File: src/rtl/chime_pkg.sv
package chime_pkg;
  typedef enum logic [1:0] {
    SLOT_QUIET     = 2'd0,
    SLOT_COUNTDOWN = 2'd1,
    SLOT_HOUR      = 2'd2
  } chime_slot_e;

  localparam int          NUM_CD_SECS        = 3;
  localparam logic [7:0]  CD_MINUTE          = 8'h59;
  localparam logic [7:0]  CD_SECS [NUM_CD_SECS] = '{8'h55, 8'h57, 8'h59};
  localparam logic [7:0]  HOUR_MINUTE        = 8'h00;
  localparam logic [7:0]  HOUR_SECOND        = 8'h00;
endpackage

File: src/rtl/chime_tone_div.sv
module chime_tone_div #(
  parameter int HALF_HI = 12500
) (
  input  logic clk,
  input  logic rst_n,
  output logic hi_tone_o,
  output logic lo_tone_o
);
  localparam int CW = (HALF_HI > 1) ? $clog2(HALF_HI) : 1;
  localparam logic [CW-1:0] LAST = CW'(HALF_HI - 1);

  logic [CW-1:0] cnt_q;
  logic          hi_q, lo_q;
  logic          wrap;

  assign wrap = (cnt_q == LAST);

  always_ff @(posedge clk) begin
    if (!rst_n) begin
      cnt_q <= '0;
      hi_q  <= 1'b1;
      lo_q  <= 1'b1;
    end else begin
      cnt_q <= wrap ? '0 : cnt_q + 1'b1;
      if (wrap) hi_q <= ~hi_q;
      if (wrap && !hi_q) lo_q <= ~lo_q;
    end
  end

  assign hi_tone_o = hi_q;
  assign lo_tone_o = lo_q;

  // low tone moves only together with a rising high tone
  a_r6_lo_on_hi_rise: assert property (@(posedge clk) disable iff (!rst_n)
    !$stable(lo_q) |-> $rose(hi_q));
  // high tone holds steady except at the wrap of the half-period count
  a_r5_hi_steady: assert property (@(posedge clk) disable iff (!rst_n)
    (cnt_q != '0) |-> $stable(hi_q));
endmodule

File: src/rtl/chime_slot_decode.sv
module chime_slot_decode
  import chime_pkg::*;
(
  input  logic [7:0]  min_bcd,
  input  logic [7:0]  sec_bcd,
  output chime_slot_e slot_o
);
  logic [NUM_CD_SECS-1:0] sec_hit;

  for (genvar g = 0; g < NUM_CD_SECS; g++) begin : g_cd
    assign sec_hit[g] = (sec_bcd == CD_SECS[g]);
  end

  always_comb begin
    slot_o = SLOT_QUIET;
    if (min_bcd == CD_MINUTE && |sec_hit)
      slot_o = SLOT_COUNTDOWN;
    else if (min_bcd == HOUR_MINUTE && sec_bcd == HOUR_SECOND)
      slot_o = SLOT_HOUR;
  end
endmodule

File: src/rtl/chime_tone_gen.sv
module chime_tone_gen
  import chime_pkg::*;
#(
  parameter int HALF_HI = 12500
) (
  input  logic       clk,
  input  logic       rst_n,
  input  logic       chime_en,
  input  logic [7:0] min_bcd,
  input  logic [7:0] sec_bcd,
  output logic       chime_o
);
  logic        hi_tone, lo_tone;
  chime_slot_e slot;

  chime_tone_div #(.HALF_HI(HALF_HI)) u_div (
    .clk       (clk),
    .rst_n     (rst_n),
    .hi_tone_o (hi_tone),
    .lo_tone_o (lo_tone)
  );

  chime_slot_decode u_dec (
    .min_bcd (min_bcd),
    .sec_bcd (sec_bcd),
    .slot_o  (slot)
  );

  always_comb begin
    chime_o = 1'b1;
    if (rst_n && chime_en) begin
      case (slot)
        SLOT_COUNTDOWN: chime_o = lo_tone;
        SLOT_HOUR:      chime_o = hi_tone;
        default:        chime_o = 1'b1;
      endcase
    end
  end

  // disabled chime keeps the line high
  a_r4_disabled_high: assert property (@(posedge clk) disable iff (!rst_n)
    !chime_en |-> chime_o);
  // countdown second at minute 59 carries the low tone
  a_r1_countdown_low: assert property (@(posedge clk) disable iff (!rst_n)
    (chime_en && min_bcd == 8'h59 && sec_bcd == 8'h57) |-> (chime_o == lo_tone));
  // the hour mark carries the high tone
  a_r2_hour_high: assert property (@(posedge clk) disable iff (!rst_n)
    (chime_en && min_bcd == 8'h00 && sec_bcd == 8'h00) |-> (chime_o == hi_tone));
  // a second between countdown beeps stays quiet
  a_r3_gap_quiet: assert property (@(posedge clk) disable iff (!rst_n)
    (min_bcd == 8'h59 && (sec_bcd == 8'h56 || sec_bcd == 8'h58)) |-> chime_o);
  // line is high during reset
  a_r7_reset_high: assert property (@(posedge clk)
    !rst_n |-> chime_o);
endmodule

File: config.mk
export PLATFORM = sky130hd
export DESIGN_NAME = chime_tone_gen
export DESIGN_NICKNAME = d
export VERILOG_FILES = /design/src/rtl/chime_pkg.sv /design/src/rtl/chime_tone_div.sv /design/src/rtl/chime_slot_decode.sv /design/src/rtl/chime_tone_gen.sv
export SDC_FILE = /design/constraint.sdc
export NUM_CORES = 1
export LEC_CHECK = 0
export ABC_AREA = 1
export BUFFER_PORTS_ARGS = -buffer_cell sky130_fd_sc_hd__buf_2
export CORE_UTILIZATION = 45
export CTS_CLUSTER_DIAMETER = 150
export DETAILED_ROUTE_END_ITERATION = 16
export PLACE_DENSITY_LB_ADDON = 0.15
export SYNTH_ARGS = -nofsm -noshare
export SYNTH_HDL_FRONTEND = slang
export SYNTH_HIERARCHICAL = 1
export SYNTH_SLANG_ARGS = --single-unit
File: constraint.sdc
create_clock -name clk -period 1.6 [get_ports clk]
set_input_delay 0.08 -clock clk [delete_from_list [all_inputs] [get_ports clk]]
set_output_delay 0.08 -clock clk [all_outputs]
set_load 0.05 [all_outputs]
==> results of run 1 <==
## per-stage QoR
stage	setup slack (ps)	cell area, um2	power, uW
6_report	248.5	1184	761.4
5_1_grt	112.1	1184	799.4
4_1_cts	229.0	1184	766.1
3_5_place_dp	242.2	1147	493.8
3_3_place_gp	252.6	1147	491.4
2_1_floorplan	376.7	1037	464.4
## logic make-up (layout without fill, tap and decap cells)
group	after synthesis	count (layout)	synth area share (%)
adder cells (fa/ha/maj)	3	3	3.619
flip-flops	16	16	30.88
buffers and inverters	26	48	11.10
AND/OR/NAND/NOR	99	99	46.32
XOR/XNOR	2	2	1.689
AO/OA/AOI/OAI	10	10	6.393
## synth_stat cells (all sizes together)
master / n
nor2: 35
dfxtp: 16
nand4: 5
inv: 24
a21oi: 6
xnor2: 1
or3: 1
buf: 1
ha: 3
clkinv: 1
a31oi: 1
nor3: 2
nand2: 43
nand3: 12
nand3b: 1
o21ai: 3
xor2: 1
## registers in the layout, summed over array words and instances, names as in the netlist
| name | flops |
|---|---|
| u_div/cnt_q | 14 |
| u_div/hi_tone_o | 1 |
| u_div/lo_tone_o | 1 |
## worst max-delay path, stage by stage (launching register included)
cell and delay (ps):
dfxtp_1 380, ha_1 250, nand2_1 130, nor2_4 160, nand2_4 80, nand2_4 180, nor3_1 70
## worst max-delay path by stage
stage | startpoint | end | slack, ps | depth (start not counted)
floorplan | u_div/cnt_q[0] | u_div/cnt_q[6] | 380 | 7
global placement | sec_bcd[1] | chime_o | 250 | 9
detailed placement | u_div/cnt_q[0] | u_div/cnt_q[5] | 240 | 6
CTS | u_div/cnt_q[0] | u_div/cnt_q[5] | 230 | 6
global route | sec_bcd[2] | chime_o | 110 | 9
finish | u_div/cnt_q[0] | u_div/cnt_q[5] | 250 | 6
## layer usage
metal	GRT usage, %	share of wire, %
met4	10.00	2.1
met1	20.30	47
met3	3.086	3.9
met2	30.22	47
met5	0	0
## power groups by stage
stage	clock, uW	sequential [uW]	combinational (uW)
CTS	281	410	75.0
floorplan	0	418	46.2
detailed placement	0	419	74.6
finish	277	410	74.8
global route	303	412	85.3
global placement	0	419	72.5
## cell type report
| cell class | count | area, um2 | area share, % |
|---|---|---|---|
| clock buffer | 4 | 36.28 | 3.066 |
| inverter | 25 | 95.09 | 8.034 |
| multi-input combinational | 114 | 601.8 | 50.85 |
| sequential | 16 | 320.3 | 27.06 |
| tap | 28 | 35.03 | 2.960 |
| timing repair buffer | 19 | 95.09 | 8.034 |
==> results_dict.tcl, run 1 <==
set metrics [dict create \
    status "complete, no violations" \
    drive_gt1_share_pct 25.84 \
    rows 17 \
    dieHeight_um 50.01 \
    drv_slew 0 \
    grt_overflow 0 \
    dieArea_mm2 0.002501 \
    crit_type "flop to flop" \
    tns_ps 0 \
    pin_count 20 \
    vdd.ir_drop.worst_mv 0.4657 \
    crit_fanout 12 \
    worstHoldStart "rst_n" \
    p_sw_uw 185.8 \
    grt_pass1_wl_um 3360 \
    power_density_mw_per_mm2 643.2 \
    antenna_found_initial 0 \
    cts_sinks 16 \
    root_buffer "clkbuf_4" \
    yosys-top-cells-area "dfxtp_1 (31%), nand2_1 (14%), inv_1 (8.7%)" \
    clk_latency_ps 300 \
    cts_resized 0 \
    routed_wl_um 1967 \
    dp_cells 202 \
    cp-start-kind "flop" \
    design.core.area_mm2 0.002191 \
    min_period_ps 1351 \
    cts_hold_buf 0 \
    grt_max_degree 13 \
    p_sw_share_pct 24.40 \
    yosysTopAreaCell "dfxtp_1" \
    hold_viol_final 0 \
    clkPwrFrac_pct 36.3 \
    clkSlewWorstSetupHoldPaths_ps 100 \
    worst_ep_required_time_ps 1790 \
    worst_pin_slew_ps 253.7 \
    p_leak_uw 0.0005153 \
    cp-end-kind "flop" \
    synth_seq_cells 16 \
    r2r_cells 6 \
    pwr-share-comb_pct 9.8 \
    cts_max_path_buffers 2 \
    reg2reg_to "u_div/cnt_q[5]" \
    n_fill_cell 215 \
    clock.fmax_ghz 0.7399 \
    antennaDiodeCount 0 \
    io_buffers 19 \
    syn_nets 178 \
    fin_skew_ps 3.713 \
    max_cap_violations 0 \
    gp_congestion 0.7204 \
    avgRoutedWirePerCell_um 9.549 \
    layout_commonest_cell "nand2_1" \
    utilization_pct 54.03 \
    timing.rr.start "u_div/cnt_q[0]" \
    rsz0062_at_grt "no" \
    synth_cell_types 24 \
    hpwl_um 1539 \
    hold_depth 2 \
    synth_area_per_cell_um2 6.649 \
    first_pass_iters 4 \
    postRouteAntennaNets 0 \
    fin_cells 206 \
    worstPathArrival_ps 1540 \
    yosysSeqAreaShare_pct 30.88 \
    netlist_area_mm2 0.001037 \
    grt_pass1_vias 888 \
    hold_end "u_div/lo_tone_o" \
    setup_viol 0 \
    final_cell_mix "nand2_1 (39), inv_1 (24), nor2_1 (24)" \
    timing.hold.ws_ps 34.84 \
    synthCells 156 \
    avgViaCountPerCell 4.874 \
    fin_crit_sh_pct 84.47 \
    tritoncts "built" \
    postCtsSetupBuffers 0 \
    yosys_warnings 6 \
    h-tree-depth 1 \
    drcViolationCount 0 \
    num_vias 1004 \
    internal_power_uw 575.6 \
    grtUsageTotal_pct 17.66 \
    pwr-share-seq_pct 53.8 \
    detail_route.iter0.violations 17 \
    synthDominantCellAreaShare_pct 30.88 \
    numCtsBuffers 3 \
    fin_nets 201 \
    maxSlewHeadroom_pct 83.03 \
    syn_to_final_growth_pct 14.11 \
    worstHoldPathType "input pin to flop" \
    r2r_slack_ps 250 \
    initial_core_util_pct 47.34 \
    die_w_um 50.01 \
]
Note: power is estimated with default switching activity, not from simulation.
==> run 2: changes to the inputs <==
--- a/config.mk
+++ b/config.mk
@@ -5,7 +5,7 @@
 export SDC_FILE = /design/constraint.sdc
 export NUM_CORES = 1
 export LEC_CHECK = 0
-export ABC_AREA = 1
+export ABC_AREA = 0
 export BUFFER_PORTS_ARGS = -buffer_cell sky130_fd_sc_hd__buf_2
 export CORE_UTILIZATION = 45
 export CTS_CLUSTER_DIAMETER = 150
==> constraint.sdc (replaced) <==
create_clock -name clk -period 1.2 [get_ports clk]
set_input_delay 0.06 -clock clk [delete_from_list [all_inputs] [get_ports clk]]
set_output_delay 0.06 -clock clk [all_outputs]
set_load 0.05 [all_outputs]
==> run 2 against run 1 <==
Effect of this change:
- global-route usage is 9.0 points higher
- utilization is 31 points higher
- the flow now finishes with violations (negative setup slack)
- first-iteration DRC count is 29% lower
- register-to-register slack worse by 410 ps
==> results_dict.tcl, run 2 <==
set metrics [dict create \
    tritoncts "built" \
    root_buffer "clkbuf_4" \
    worst_ep_required_time_ps 1140 \
    power_density_mw_per_mm2 655.7 \
    grt_pass1_vias 847 \
    die_w_um 46.37 \
    synth_common_cells "dfxtp_1 (16), nor2_1 (15), xnor2_1 (8)" \
    synth_area_per_cell_um2 9.325 \
    cp-end-kind "primary output" \
    crit_buf_inv 3 \
    rsz0062_at_grt "yes" \
    largest_reg_flops 14 \
    hold_viol_final 0 \
    grt_pass1_wl_um 3774 \
    synth_cell_types 27 \
    synth_fa_ha_area_share_pct 4.237 \
    worstHoldPathType "input pin to primary output" \
    final_area_mm2 0.001515 \
    synth_compound_gate_area_share_pct 1.412 \
    synth-simple-area-share_pct 40.40 \
    syn_nets 117 \
    avgRoutedWirePerCell_um 16.08 \
    max_stage_delay_ps 320 \
    num_vias 870 \
    synth.mux.area_fraction_pct 1.130 \
    pwr-share-seq_pct 55.2 \
    grt_max_degree 14 \
    detail_route.iter0.violations 12 \
    avgViaCountPerCell 5.210 \
    crit_family "simple AND/OR/NAND/NOR gates" \
    netlist_area_um2 885.9 \
    synth_top_family_by_area "simple AND/OR/NAND/NOR gates" \
    cts_max_path_buffers 2 \
    initial_core_util_pct 49.68 \
    setup_viol 16 \
    fin_nets 166 \
    synth_xor_area_share_pct 12.85 \
    antennaDiodeCount 0 \
    clkPwrFrac_pct 29.1 \
    ys.flop_type "dfxtp_1" \
    pwr-share-comb_pct 15.8 \
    yosys-top-cells-area "dfxtp_1 (36%), nor4_2 (8.5%), xnor2_1 (7.9%)" \
    async_flop_share_pct 0 \
    maxSlewHeadroom_pct 82.00 \
    syn_to_final_growth_pct 71.04 \
    dieArea_mm2 0.002150 \
    postRouteAntennaNets 0 \
    first_pass_iters 4 \
    cp-start-kind "input pin" \
    clk_latency_ps 300 \
    worstPathArrival_ps 1550 \
    min_period_ps 1612 \
    synth_seq_cells 16 \
    fin_skew_ps 2.851 \
    drv_slew 0 \
    crit_fanout 2 \
    synth-edff-count 0 \
    yosys_warnings 6 \
    fin_crit_sh_pct 134.3 \
    cp_slowest_cell "nor4_1" \
    cts_sinks 16 \
    drive_gt1_share_pct 66.20 \
    p_sw_uw 255.2 \
    worst_pin_slew_ps 262.5 \
    internal_power_uw 738.4 \
    rows 15 \
    timing.hold.ws_ps 481.1 \
    dieHeight_um 46.37 \
    worst_slack_ps -412.1 \
    antenna_found_initial 0 \
    vdd.ir_drop.worst_mv 0.7515 \
    gp_congestion 0.7857 \
    numCtsBuffers 3 \
    layout_commonest_cell "buf_4" \
    crit_type "input pin to primary output" \
    routed_wl_um 2685 \
    grt_overflow 0 \
    crit_chain "buf_2 -> nor4_1 -> nand3_1 -> nor2_1 -> inv_1 -> ha_1 -> a22oi_2 -> nand4b_1 -> buf_6" \
    clock.fmax_ghz 0.6203 \
    p_leak_uw 0.0006308 \
    p_sw_share_pct 25.68 \
    max_cap_violations 0 \
    drcViolationCount 0 \
    h-tree-depth 1 \
    io_buffers 19 \
    status "finished, violations left" \
    synth.most_common_cell "dfxtp_1" \
    synthCells 95 \
    pin_count 20 \
    placed_cell_area_mm2 0.001226 \
    yosysSeqAreaShare_pct 36.16 \
    regMostFlops "u_div/cnt_q" \
    yosysTopAreaCell "dfxtp_1" \
    synthDominantCellAreaShare_pct 36.16 \
    final_cell_mix "buf_4 (21), buf_2 (16), nor2_2 (9)" \
    hpwl_um 1540 \
    violations "negative setup slack" \
    power_uw 993.5 \
    grtUsageTotal_pct 26.63 \
    design.core.area_mm2 0.001783 \
]
==> run 2: changes by cell type after synthesis, moves of 3 or more <==
cell | before | now
nand2_1 | 39 | 4
inv_1 | 24 | 4
nor2_1 | 24 | 15
xnor2_1 | 1 | 8
nor2_2 | 9 | 3
nor4_2 | 0 | 6
a21oi_2 | 4 | 0
xor2_1 | 1 | 5
nand3_1 | 10 | 7
==> run 2: timing repair <==
action                                  in CTS  in global routing
buffers inserted                             1                  2
endpoints found under the setup margin      16                 17
cloned                                       0                  1
hold endpoints to repair                     2                  0
pin swaps                                   14                 12
gates resized for setup                     24                 20
hold buffers                                 1                  0
==> run 2: power groups by stage <==
stage | registers [uW] | clock network (uW) | logic [uW]
2_1_floorplan | 562 | 0 | 50.1
3_3_place_gp | 565 | 0 | 108
3_5_place_dp | 566 | 0 | 112
4_1_cts | 550 | 282 | 123
5_1_grt | 550 | 321 | 167
6_report | 548 | 289 | 157
==> run 2: cell type report <==
cell class	count	area, um2
clock buffer	3	22.52
timing repair buffer	46	369.1
tap	25	31.28
multi-input combinational	73	730.7
fill	93	267.8
sequential	16	342.8
inverter	4	18.77
==> run 2: tightest hold or removal path, delay by kind of cell <==
family	cells	cell delay (ps)
buf+inv	2	250
simple gates	1	110
==> run 2: logic make-up (layout without fill, tap and decap cells) <==
logic type,after synthesis,count (layout)
AOI/OAI and AO/OA,2,2
buffers and inverters,6,53
muxes,1,1
and+or+nand+nor,54,54
adders and majority gates,3,3
xor gates and xnor gates,13,13
DFF,16,16
==> run 2: final timing paths <==
kind                                      start         endpoint  slack [ps]  cells past startpoint
worst max-delay path                 min_bcd[6]          chime_o        -410                      9
worst min-delay path                   chime_en          chime_o         480                      3
worst max register to register   u_div/cnt_q[3]  u_div/lo_tone_o        -160                      4
worst min register to register  u_div/lo_tone_o  u_div/lo_tone_o         550                      2
==> run 2: routing by layer <==
layer  routed length [um]  share of wire [%]  global-route usage, %  up-vias
met3                   85                3.2                  7.451       10
li1                     -                  -                      -      436
met1                  996                 37                  25.30      405
met5                    0                  0                      0        -
met2                 1464                 55                  50.56       19
met4                  138                5.1                  13.53        0
==> run 2: through the flow <==
| step | utilization [%] | cells | setup slack, ps | TNS (ps) |
|---|---|---|---|---|
| after floorplan | - | 95 | -407.5 | -564.2 |
| after global placement | 68.77 | 159 | -386.1 | -1048 |
| after detailed placement | 68.77 | 159 | -451.8 | -1445 |
| after CTS | 77.12 | 164 | -432.1 | -1647 |
| after global routing | 84.98 | 167 | -547.8 | -3015 |
| final | 84.98 | 167 | -412.1 | -1824 |
==> run 3: changes to the inputs <==
--- a/config.mk
+++ b/config.mk
@@ -10,8 +10,8 @@
 export CORE_UTILIZATION = 45
 export CTS_CLUSTER_DIAMETER = 150
 export DETAILED_ROUTE_END_ITERATION = 16
+export GPL_ROUTABILITY_DRIVEN = 0
 export PLACE_DENSITY_LB_ADDON = 0.15
 export SYNTH_ARGS = -nofsm -noshare
 export SYNTH_HDL_FRONTEND = slang
-export SYNTH_HIERARCHICAL = 1
 export SYNTH_SLANG_ARGS = --single-unit
==> run 3 against run 2 <==
Effect of this change:
- the flow still finishes with violations (negative setup slack)
- sequential cell count is the same
- utilization shrank 18 points
- setup slack lost 180 ps
- final cell count shrank 19%
- non-clock buffer count shrank 13
- fmax shrank 10%
- clock skew grew 9.4 ps
==> results_dict.tcl, run 3 <==
set metrics [dict create \
    status "finished, violations left" \
    violations "negative setup slack" \
    crit_fanout 5 \
    antenna_found_initial 0 \
    postRouteAntennaNets 0 \
    yosys_warnings 0 \
    dieHeight_um 43.42 \
    cts_max_path_buffers 2 \
    clk_latency_ps 290 \
    hpwl_um 1251 \
    syn_nets 106 \
    power_uw 994.2 \
    seq_area_um2 324.1 \
    worstPathArrival_ps 1960 \
    grt_overflow 0 \
    detail_route.iter0.violations 9 \
    worstHoldPathType "input pin to flop" \
    fin_skew_ps 12.22 \
    drive_gt1_share_pct 36.67 \
    routed_wl_um 1685 \
    grt_max_degree 14 \
    r2r_slack_ps -590 \
    fin_nets 141 \
    netlist_area_um2 772.0 \
    postCtsSetupBuffers 0 \
    min_period_ps 1790 \
    max_cap_violations 0 \
    synthCells 86 \
    rsz0062_at_grt "yes" \
    tns_ps -8996 \
    placed_cell_area_um2 985.9 \
    num_vias 711 \
    pin_count 20 \
    crit_type "flop to flop" \
    drcViolationCount 0 \
    largest_reg_flops 14 \
    cts_sinks 16 \
    synth_seq_cells 16 \
    cp-end-kind "flop" \
    power_density_mw_per_mm2 948.2 \
    syn_to_final_growth_pct 35.82 \
    first_pass_iters 4 \
    multi_input_area_um2 459.2 \
    ys.flop_type "dfxtp_1" \
    grt_pass1_wl_um 2849 \
    die_w_um 43.42 \
    io_buffers 19 \
    drv_slew 0 \
    root_buffer "clkbuf_4" \
    yosys-top-cells-area "dfxtp_1 (41%), xor2_1 (14%), nor2_1 (7.3%)" \
    avgViaCountPerCell 5.228 \
    clock.fmax_ghz 0.5586 \
    yosysSeqAreaShare_pct 41.49 \
    design.core.area_mm2 0.001559 \
    hold_viol_final 0 \
    antennaDiodeCount 0 \
    rows 14 \
    synth_common_cells "dfxtp_1 (16), nor2_1 (15), xor2_1 (12)" \
    grt_pass1_vias 679 \
    initial_core_util_pct 49.52 \
    yosysTopAreaCell "dfxtp_1" \
    h-tree-depth 1 \
    regMostFlops "u_div.cnt_q" \
    cp-start-kind "flop" \
    final_cell_mix "buf_2 (18), nor2_1 (15), buf_4 (13), dfxtp_1 (13), xor2_1 (12)" \
    numCtsBuffers 3 \
    layout_commonest_cell "buf_2" \
    dieArea_mm2 0.001885 \
    synth_area_per_cell_um2 8.977 \
    grtUsageTotal_pct 21.22 \
    clkSlewWorstSetupHoldPaths_ps 80 \
    p_leak_uw 0.0004495 \
    maxSlewHeadroom_pct 81.08 \
    setup_viol 17 \
    final_area_mm2 0.001049 \
    worst_pin_slew_ps 281.1 \
    vdd.ir_drop.worst_mv 1.103 \
    tritoncts "built" \
    fin_crit_sh_pct 149.2 \
    synth-edff-count 0 \
    worst_slack_ps -590.3 \
    n_fill_cell 142 \
    synth.most_common_cell "dfxtp_1" \
    synth_cell_types 26 \
    avgRoutedWirePerCell_um 12.39 \
    post-place-ws_ps -601.3 \
    synthDominantCellAreaShare_pct 41.49 \
    async_flop_share_pct 0 \
    worst_ep_required_time_ps 1370 \
]
run 3: cell types whose count changed in the layout (fill, tap and decap cells not counted), moves of 7 or more:
| cell | previous run | this run |
|---|---|---|
| nor2_2 | 9 | 0 |
| buf_4 | 21 | 13 |
| xor2_1 | 4 | 12 |
| nor2_1 | 7 | 15 |
| dfxtp_1 | 6 | 13 |
run 3: kinds of logic (layout without fill, tap and decap cells):
kind of cell    Yosys count  count (layout)  share of synthesized area [%]
flops                    16              16                          41.49
fa+ha+maj                 1               1                          1.620
buf+inv                   3              37                          2.431
xor+xnor                 13              13                          14.75
mux                       1               1                          1.297
compound gates            3               3                          2.755
simple gates             49              49                          35.66
run 3: power by group:
part / switching, uW / internal [uW]
Sequential: 6.68 / 540
Clock: 169 / 185
Combinational: 42.0 / 50.8
Total: 218 / 776
run 3: through the flow:
stage	instances	hold WS (ps)	util (%)
2_1_floorplan	86	121.9	-
3_3_place_gp	131	296.8	63.24
3_5_place_dp	131	301.4	63.24
4_1_cts	135	-2.015	66.21
5_1_grt	136	104.0	67.26
6_report	136	127.1	67.26
run 3: final cells by class:
class                           count  share of cell area, %
Sequential cell                    16                  30.91
Multi-Input combinational cell     67                  43.79
Timing Repair Buffer               33                  19.93
Tap cell                           16                  1.909
Clock buffer                        4                  3.461
run 3: final timing paths:
| kind | cells past startpoint | from | endpoint |
|---|---|---|---|
| max reg2reg | 3 | u_div.cnt_q[5] | u_div.lo_tone_o |
| max | 3 | u_div.cnt_q[5] | u_div.lo_tone_o |
| min | 2 | rst_n | u_div.cnt_q[1] |
| min reg2reg | 2 | u_div.cnt_q[0] | u_div.cnt_q[0] |
run 3: per-layer routing:
metal | track usage [%] | share of wire [%]
met4 | 9.375 | 1.0
met5 | 0 | 0
met2 | 34.85 | 49
met1 | 24.94 | 47
met3 | 7.500 | 2.8
run 3: timing repair:
item                                   CTS  global route
pin swaps                                2             2
resized for setup                        3             2
endpoints found under the hold margin    1             1
setup endpoints to repair               17            17
run 3: critical path, stage by stage (launching register included):
cell and delay (ps):
dfxtp_1 320, or4_4 530, or4_4 580, o31a_1 260
